<file path="config.mk">
export PLATFORM = sky130hd
export DESIGN_NAME = muldiv_hilo
export DESIGN_NICKNAME = d
export VERILOG_FILES = /design/src/rtl/muldiv_pkg.sv /design/src/rtl/muldiv_mag.sv /design/src/rtl/mul_step.sv /design/src/rtl/div_step.sv /design/src/rtl/muldiv_hilo.sv
export SDC_FILE = /design/constraint.sdc
export NUM_CORES = 1
export LEC_CHECK = 0
export BUFFER_PORTS_ARGS = -buffer_cell sky130_fd_sc_hd__buf_4
export CAP_MARGIN = 10
export CORE_ASPECT_RATIO = 0.5
export CORE_MARGIN = 2
export CORE_UTILIZATION = 42
export DETAILED_ROUTE_END_ITERATION = 6
export HOLD_SLACK_MARGIN = 0.1
export PLACE_DENSITY = 0.54
export SYNTH_ARGS = -nofsm -noshare
export SYNTH_HDL_FRONTEND = slang
export SYNTH_SLANG_ARGS = --single-unit
</file>
<file path="constraint.sdc">
create_clock -name clk -period 6.6 [get_ports clk]
set_input_delay 1.32 -clock clk [delete_from_list [all_inputs] [get_ports clk]]
set_output_delay 1.32 -clock clk [all_outputs]
set_load 0.02 [all_outputs]
</file>
<file path="src/rtl/muldiv_pkg.sv">
package muldiv_pkg;
    typedef enum logic [1:0] {
        OP_MUL  = 2'b00,
        OP_DIV  = 2'b01,
        OP_RDHI = 2'b10,
        OP_RDLO = 2'b11
    } md_op_e;
endpackage

</file>
<file path="src/rtl/muldiv_mag.sv">
// Converts both operands to magnitudes and reports their signs.
module muldiv_mag #(
    parameter int W = 32
) (
    input  logic [W-1:0] a_i,
    input  logic [W-1:0] b_i,
    input  logic         sgn_i,
    output logic [W-1:0] mag_a_o,
    output logic [W-1:0] mag_b_o,
    output logic         neg_a_o,
    output logic         neg_b_o
);
    assign neg_a_o = sgn_i & a_i[W-1];
    assign neg_b_o = sgn_i & b_i[W-1];
    assign mag_a_o = neg_a_o ? (~a_i + 1'b1) : a_i;
    assign mag_b_o = neg_b_o ? (~b_i + 1'b1) : b_i;
endmodule

</file>
<file path="src/rtl/mul_step.sv">
// One shift-and-add iteration: acc = {partial_upper, multiplier_remaining}.
module mul_step #(
    parameter int W = 32
) (
    input  logic [2*W-1:0] acc_i,
    input  logic [W-1:0]   mcand_i,
    output logic [2*W-1:0] acc_o
);
    logic [W:0] sum;
    assign sum   = {1'b0, acc_i[2*W-1:W]} + (acc_i[0] ? {1'b0, mcand_i} : {(W+1){1'b0}});
    assign acc_o = {sum, acc_i[W-1:1]};
endmodule

</file>
<file path="src/rtl/div_step.sv">
// One restoring shift-subtract iteration: acc = {remainder, dividend/quotient}.
module div_step #(
    parameter int W = 32
) (
    input  logic [2*W-1:0] acc_i,
    input  logic [W-1:0]   dvsr_i,
    output logic [2*W-1:0] acc_o
);
    logic [W-1:0] rem;
    logic [W-1:0] quo;
    logic [W:0]   sh;
    logic [W-1:0] diff;
    logic         fits;

    assign rem   = acc_i[2*W-1:W];
    assign quo   = acc_i[W-1:0];
    assign sh    = {rem, quo[W-1]};
    assign fits  = (sh >= {1'b0, dvsr_i});
    assign diff  = sh[W-1:0] - dvsr_i;
    assign acc_o = {(fits ? diff : sh[W-1:0]), quo[W-2:0], fits};
endmodule

</file>
<file path="src/rtl/muldiv_hilo.sv">
module muldiv_hilo
    import muldiv_pkg::*;
#(
    parameter int W = 32
) (
    input  logic         clk,
    input  logic         rst_n,
    input  logic         cmd_valid,
    input  logic [1:0]   cmd_op,
    input  logic         cmd_signed,
    input  logic [W-1:0] cmd_a,
    input  logic [W-1:0] cmd_b,
    output logic         busy,
    output logic         rd_valid,
    output logic [W-1:0] rd_data
);
    localparam int CW = $clog2(W);
    localparam logic [CW-1:0] LAST = CW'(W - 1);

    typedef struct packed {
        logic           busy;
        logic [CW-1:0]  cnt;
        logic           is_div;
        logic           neg_main;
        logic           neg_rem;
        logic           div0;
        logic [2*W-1:0] acc;
        logic [W-1:0]   opnd;
        logic [W-1:0]   dvd;
        logic [W-1:0]   hi;
        logic [W-1:0]   lo;
        logic           pend;
        logic           pend_lo;
        logic           rv;
        logic [W-1:0]   rd;
    } st_t;

    st_t s_q, s_d;

    logic [W-1:0]   mag_a, mag_b;
    logic           neg_a, neg_b;
    logic [2*W-1:0] mul_acc, div_acc, acc_n, prod;
    logic [W-1:0]   q_fix, r_fix;
    logic           start, rd_req;

    muldiv_mag #(.W(W)) u_mag (
        .a_i(cmd_a), .b_i(cmd_b), .sgn_i(cmd_signed),
        .mag_a_o(mag_a), .mag_b_o(mag_b), .neg_a_o(neg_a), .neg_b_o(neg_b)
    );

    mul_step #(.W(W)) u_mul (.acc_i(s_q.acc), .mcand_i(s_q.opnd), .acc_o(mul_acc));
    div_step #(.W(W)) u_div (.acc_i(s_q.acc), .dvsr_i(s_q.opnd), .acc_o(div_acc));

    assign acc_n = s_q.is_div ? div_acc : mul_acc;
    assign prod  = s_q.neg_main ? (~acc_n + 1'b1) : acc_n;
    assign q_fix = s_q.neg_main ? (~acc_n[W-1:0] + 1'b1) : acc_n[W-1:0];
    assign r_fix = s_q.neg_rem ? (~acc_n[2*W-1:W] + 1'b1) : acc_n[2*W-1:W];

    assign rd_req = cmd_valid && (cmd_op == OP_RDHI || cmd_op == OP_RDLO);
    assign start  = cmd_valid && !s_q.busy && (cmd_op == OP_MUL || cmd_op == OP_DIV);

    always_comb begin
        s_d    = s_q;
        s_d.rv = 1'b0;
        if (!s_q.busy) begin
            if (rd_req) begin
                s_d.rv = 1'b1;
                s_d.rd = (cmd_op == OP_RDLO) ? s_q.lo : s_q.hi;
            end else if (start) begin
                s_d.busy     = 1'b1;
                s_d.cnt      = '0;
                s_d.is_div   = (cmd_op == OP_DIV);
                s_d.dvd      = cmd_a;
                s_d.neg_main = neg_a ^ neg_b;
                if (cmd_op == OP_DIV) begin
                    s_d.acc     = {{W{1'b0}}, mag_a};
                    s_d.opnd    = mag_b;
                    s_d.neg_rem = neg_a;
                    s_d.div0    = (cmd_b == '0);
                end else begin
                    s_d.acc     = {{W{1'b0}}, mag_b};
                    s_d.opnd    = mag_a;
                    s_d.neg_rem = 1'b0;
                    s_d.div0    = 1'b0;
                end
            end
        end else begin
            if (rd_req) begin
                s_d.pend    = 1'b1;
                s_d.pend_lo = (cmd_op == OP_RDLO);
            end
            s_d.acc = acc_n;
            s_d.cnt = s_q.cnt + 1'b1;
            if (s_q.cnt == LAST) begin
                s_d.busy = 1'b0;
                if (!s_q.is_div) begin
                    s_d.hi = prod[2*W-1:W];
                    s_d.lo = prod[W-1:0];
                end else if (s_q.div0) begin
                    s_d.hi = s_q.dvd;
                    s_d.lo = '1;
                end else begin
                    s_d.hi = r_fix;
                    s_d.lo = q_fix;
                end
                if (s_d.pend) begin
                    s_d.rv   = 1'b1;
                    s_d.rd   = s_d.pend_lo ? s_d.lo : s_d.hi;
                    s_d.pend = 1'b0;
                end
            end
        end
    end

    always_ff @(posedge clk or negedge rst_n) begin
        if (!rst_n) s_q <= '0;
        else        s_q <= s_d;
    end

    assign busy     = s_q.busy;
    assign rd_valid = s_q.rv;
    assign rd_data  = s_q.rd;


    busy_len_chk: assert property (@(posedge clk) disable iff (!rst_n)
        (s_q.busy && s_q.cnt != LAST) |=> s_q.busy);

    busy_end_chk: assert property (@(posedge clk) disable iff (!rst_n)
        (s_q.busy && s_q.cnt == LAST) |=> !s_q.busy);

    cnt_step_chk: assert property (@(posedge clk) disable iff (!rst_n)
        (s_q.busy && s_q.cnt != LAST) |=> s_q.cnt == CW'($past(s_q.cnt) + 1'b1));

    hilo_hold_chk: assert property (@(posedge clk) disable iff (!rst_n)
        (s_q.busy && s_q.cnt != LAST) |=> ($stable(s_q.hi) && $stable(s_q.lo)));

    rd_idle_chk: assert property (@(posedge clk) disable iff (!rst_n)
        s_q.rv |-> !s_q.busy);

    div0_lo_chk: assert property (@(posedge clk) disable iff (!rst_n)
        (s_q.busy && s_q.is_div && s_q.div0 && s_q.cnt == LAST) |=> (s_q.lo == '1));
endmodule

</file>
== Word-level counts from Yosys, hierarchy flattened ==
Index checks and enable logic that the tools add are counted.
Operators by class
  $add $sub $neg: 8
  order comparisons: 1
  eq/ne operators: 7
  multiplexer cells: 25
  bitwise gates (word level): 10
  reduce and logical (&&, ||, !) cells: 14
Operators by type and width (number)
  $mux 64: 5
  $mux 138: 2
  $mux 32: 8
  $mux 33: 4
  $add 32x1->32 const B: 4
  $not 32->32: 4
  $mux 98: 1
  $add 64x1->64 const B: 1
  $not 64->64: 1
  $add 32x33->33: 1
  $ge 33x32->1: 1
  $logic_not 32->1: 1
  $sub 32x32->32: 1
  $mux 6: 1
  $reduce_and 3->1: 2
  $add 5x1->5 const B: 1
  $eq 5x5->1 const B: 1
  $eq 2x2->1 const B: 2
  $mux 2: 2
  $ne 2x1->1 const B: 2
  $reduce_and 2->1: 2
  $reduce_bool 2->1: 2
  $logic_and 1x1->1: 3
  $and 1x1->1: 2
  8 further kinds: 11
Word-level totals
  flip-flop bits (word level): 237
  input port bits: 70
  output and inout port bits: 34
  logic and storage cells: 80

== Longest topological paths before layout ==
  word-level depth: 12
  depth in mapped cells: 23
  mapped depth without buffers: 21

== Hierarchy ==
From an unflattened synthesis, not the netlist that was laid out.
Second synthesis, totals
  cells, all modules: 2661
  area total of the unflattened synthesis: 21499.4 µm²
Modules (own cells, without submodules)
  muldiv_hilo: instances 1, cells each 1754, area each 15157.0 µm², sequential area each 5930.7 µm²
  div_step: instances 1, cells each 355, area each 2571.2 µm², sequential area each 0.0 µm²
  mul_step: instances 1, cells each 353, area each 2428.6 µm², sequential area each 0.0 µm²
  muldiv_mag: instances 1, cells each 199, area each 1342.5 µm², sequential area each 0.0 µm²

== Worst setup path after synthesis ==
No wires, ideal clock.
  kind: register -> register
  from: register s_q[222] (netlist bit)
  to: register s_q (netlist bit rd_data[28])
  setup time: 124 ps
  arrival: 5253 ps
  required time: 6476 ps
  slack: 1223 ps
  cell stages (with the launch flop): 22
  path buffers: 1
  clock period less this slack: 5377 ps
  cell sequence: dfrtp_1 ha_1 a21oi_2 o21ai_2 a2111oi_4 o211ai_2 a21oi_4 nor2_1 a21oi_1 ha_1 nand2_1 or3_1 or4_1 clkbuf_1 or4_1 or3_1 nand2b_1 o22ai_1 nand2_1 mux2i_1 a211oi_1 a211o_1
Between the ends
  cells in the longest elaborated chain, start to end: 12
  elaborated cells on any way between the ends: 20
  classes of those cells: add/sub (5); order compare (1); mux (11); bitwise (3)
RTL lines
  start, declared: line muldiv_hilo.sv:38  | st_t s_q, s_d;
  start signal, assigned: line muldiv_hilo.sv:116  | if (!rst_n) s_q <= '0;
  start signal, assigned: line muldiv_hilo.sv:117  | else s_q <= s_d;
  $sub 32x32->32 or $ge 33x32->1 (tied branches): line div_step.sv:19, div_step.sv:18
  $mux 32: line div_step.sv:20  | assign acc_o = {(fits ? diff : sh[W-1:0]), quo[W-2:0], fits};
  $mux 64 (*): line muldiv_hilo.sv:54  | assign acc_n = s_q.is_div ? div_acc : mul_acc;
  $not 32->32: line muldiv_hilo.sv:57  | assign r_fix = s_q.neg_rem ? (~acc_n[2*W-1:W] + 1'b1) : acc_n[2*W-1:W];
  $add 32x1->32: line muldiv_hilo.sv:57
  $mux 32: line muldiv_hilo.sv:57
  $mux 64: line muldiv_hilo.sv:99  | end else if (s_q.div0) begin
  $mux 64 (*): line muldiv_hilo.sv:96  | if (!s_q.is_div) begin
  $mux 32 (*): line muldiv_hilo.sv:108  | s_d.rd = s_d.pend_lo ? s_d.lo : s_d.hi;
  $mux 33 (*): line muldiv_hilo.sv:106  | if (s_d.pend) begin
  $mux 33 (*): line muldiv_hilo.sv:94  | if (s_q.cnt == LAST) begin
  $mux 33 (*): line muldiv_hilo.sv:65  | if (!s_q.busy) begin
Mark *: on every way between the ends. The rest lies on a longest branch, timed or not. The select of a mux whose other input is x is not followed.
A chain may end at the register's enable or synchronous reset.

== Final worst setup path ==
  from: register s_q[219] (netlist bit)
  to: register s_q[97] (netlist bit)
Between the ends
  cells in the longest elaborated chain, start to end: 8
  elaborated cells on any way between the ends: 13
  classes of those cells: add/sub (4); order compare (1); mux (6); bitwise (2)
RTL lines (line)
  $sub 32x32->32 or $ge 33x32->1 (tied branches): div_step.sv:19, div_step.sv:18
  $mux 32: div_step.sv:20
  $mux 64 (*): muldiv_hilo.sv:54
  $not 32->32: muldiv_hilo.sv:57
  $add 32x1->32: muldiv_hilo.sv:57
  $mux 32: muldiv_hilo.sv:57
  $mux 64: muldiv_hilo.sv:99
  $mux 64 (*): muldiv_hilo.sv:96
Mark *: on every way between the ends. The rest lies on a longest branch, timed or not.

==> out/summary.txt <==
Syn avg cell area = 7.62 um^2
Worst path required time = 7.14 ns
Design area = 22900 um^2
Die X = 316 um
DRC errors left = 0
Worst path arrival time = 6.72 ns
Status = completed
HPWL Detailed = 63400 um
Ports = 104
Levels on crit path = 19
Setup crit start kind = flip-flop
Worst Path Buf+Inv = 2
Fmax = 162 MHz
Critical Path Start = s_q[219]
# clock sinks = 237
Worst min path class = reg2reg
First-pass GRT wire length = 126000 um
Cells after Synth = 2681
Site Rows = 57
Count of pins over their slew limit = 0
Number of synthesized flops with an enable pin = 0
Crit share post-route = 93.7%
Asr flop ratio synth = 100%
Root Driver = clkbuf_16
Worst path slowest cell = ha_2
Worst slack, placed = 0.316 ns
Reg-to-reg endpoint = s_q[97]
Clk buf depth = 3
First-iteration detailed-routing DRC count = 2506
Post-synth top area share = 29.0%
Average wire per standard cell = 25.0 um
Final WL = 84400 um
Most frequent cells in the layout = nand2_1 (475), o21ai_0 (259), dfrtp_1 (235)
Fraction of layout cells with a size suffix above 1 = 12.5%
Fin util = 47.4%
Initial antenna violation count = 2
Reg2Reg Depth = 19
Total of max-cap violations = 0
Vias = 20900
Die H = 160 um
Main flop type after synthesis = dfrtp_1
Final net count = 2851
Total gr overflow = 0
First-pass DRT Iterations = 6
Worst-path clk slew = 0.07 ns
Via density per instance = 6.19
Slew margin rel. = 18.9%
Synth unique cells = 92
Sequential area share after synthesis = 29.0%
Setup Crit Path Kind = reg2reg
Routability congestion estimate = 1.00
Reg2Reg Setup Slack = 0.41 ns
Final setup TNS = 0 ns
Critical Path Sink = s_q[97]
Starting Density = 42.3%
TritonCTS clock tree = built
Slew at the pin with the worst max-slew slack = 1.20 ns
H-tree depth = 1
Clock insertion delay at the later pin of the skew report = 0.60 ns
Vias in the first global route = 19200
GRT Util Overall = 33.0%
Routed Antenna Nets = 0
IO Port Bufs = 103
Slowest stage delay, CP = 0.51 ns
Ys Warns = 0
Area contributors post-synth = dfrtp_1 (29%), nand2_1 (8.8%), o21ai_0 (6.3%)
Placeable Area = 48300 um^2
Largest net degree at the start of global routing = 172
Area leader, netlist = dfrtp_1
CTS buffer count = 27
Unrepaired setup endpoints after global routing = false
Crit path max-delay family = simple AND/OR/NAND/NOR gates
Commonest non-fill, non-tap cell in the layout = nand2_1
Hold Vio Cnt, Final = 0
Synthesized area = 20400 um^2
Synthesized flop and latch total = 237
Syn_nets = 2823
Area Overhead vs Synth = 12.1%
Final min period = 6.19 ns
Total die area = 50500 um^2
Final setup vio count = 0
Postcts setup bufs = 0
Reg-to-reg startpoint = s_q[219]
Dpl cell area = 21900 um^2
Final Worst Setup Slack = 0.414 ns
Cell Chain, Critical Path = ha_2 -> nand4_1 -> nor4_1 -> nand4b_1 -> o211ai_2 -> a2111oi_0 -> nor3_1 -> ha_1 -> a21bo_2 -> a2111o_1 -> mux2_2 -> nand4b_1 -> nor4_2 -> buf_4 -> and2_1 -> o31ai_1 -> a2111oi_2 -> buf_4 -> mux2_1
Setup crit end kind = flip-flop
Final Skew = 0.0129 ns
Crit Path Max Fanout = 12
==> cells in the mapped netlist (10+ instances only) <==
master    instances
nand2_1         476
o21ai_0         259
dfrtp_1         237
nor2_1          206
a21oi_1         160
clkbuf_1        126
xnor2_1         102
ha_1             70
inv_1            68
xor2_1           64
nand3_1          63
o221ai_1         57
mux2i_1          50
and2_1           48
o22ai_1          48
nor3_1           42
o211ai_1         39
mux2_2           34
buf_4            33
o31ai_1          32
or3_1            32
a21o_1           31
a211oi_1         29
buf_2            25
nand2b_1         21
nand4_1          21
o21ai_1          20
and3_1           18
buf_1            18
a31oi_1          17
nor4_1           17
or2_2            12
or4_1            12
a211o_1          11
nor2b_1          10
==> final cells by class <==
type                       count  area (um^2)
fill                        4877        25400
multi-input combinational   2170        13400
sequential                   237         5940
timing repair buffer         201         1540
tap                          649          812
clock buffer                  34          772
inverter                      72          270
clock inverter                16          189
antenna                        5         12.5
==> per-layer routing <==
layer	up-vias	share of wire (%)	GRT usage (%)
met5	-	0	0
met4	0	1.9	5.47
met3	120	9.9	7.66
met2	870	41	47.4
met1	10300	47	50.3
li1	9696	-	-
==> how the worst min path moves through the flow <==
| stage | to | startpoint | cells past startpoint | slack (ns) |
|---|---|---|---|---|
| 4_1_cts | s_q[127] | s_q[127] | 2 | 0.48 |
| 5_1_grt | s_q[127] | s_q[127] | 2 | 0.50 |
| 6_report | s_q[127] | s_q[127] | 2 | 0.48 |
| 3_5_place_dp | s_q[127] | s_q[127] | 2 | 0.46 |
| 3_3_place_gp | s_q[127] | s_q[127] | 2 | 0.46 |
| 2_1_floorplan | s_q[102] | s_q[102] | 2 | 0.44 |
==> sequential cells by signal (all words and copies together) (netlist names) <==
register,flops
busy,1
rd_data,32
s_q,203
rd_valid,1
==> worst register-to-register path: stages, from the launching register on <==
cell,delay (ns)
dfrtp_1,0.46
ha_2,0.51
nand4_1,0.29
nor4_1,0.31
nand4b_1,0.36
o211ai_2,0.31
a2111oi_0,0.14
nor3_1,0.33
ha_1,0.30
a21bo_2,0.24
a2111o_1,0.33
mux2_2,0.30
nand4b_1,0.37
nor4_2,0.38
buf_4,0.27
and2_1,0.26
o31ai_1,0.13
a2111oi_2,0.49
buf_4,0.23
mux2_1,0.12
==> kinds of logic after synthesis <==
group	after synthesis	share of synthesized area (%)
and+or+nand+nor	1024	23.1
AOI/OAI and AO/OA	820	25.9
buffers and inverters	274	5.80
DFF	237	29.0
xor gates and xnor gates	166	7.12
muxes	88	4.55
adders and majority gates	72	4.49
==> through the flow <==
step / std cells / hold slack, ns
global placement: 3328 / 0.456
detailed placement: 3328 / 0.462
global route: 3380 / 0.497
floorplan: 2681 / 0.440
CTS: 3378 / 0.479
finish: 3384 / 0.476
==> what timing repair did <==
| item | in CTS | in global routing |
|---|---|---|
| gates resized for setup | 0 | 6 |
| hold buffers | 0 | 0 |
| endpoints found under the setup margin | 0 | 8 |
Power is not shown: default switching activity piles up to over one toggle a cycle in this logic, so the estimate is an artifact.
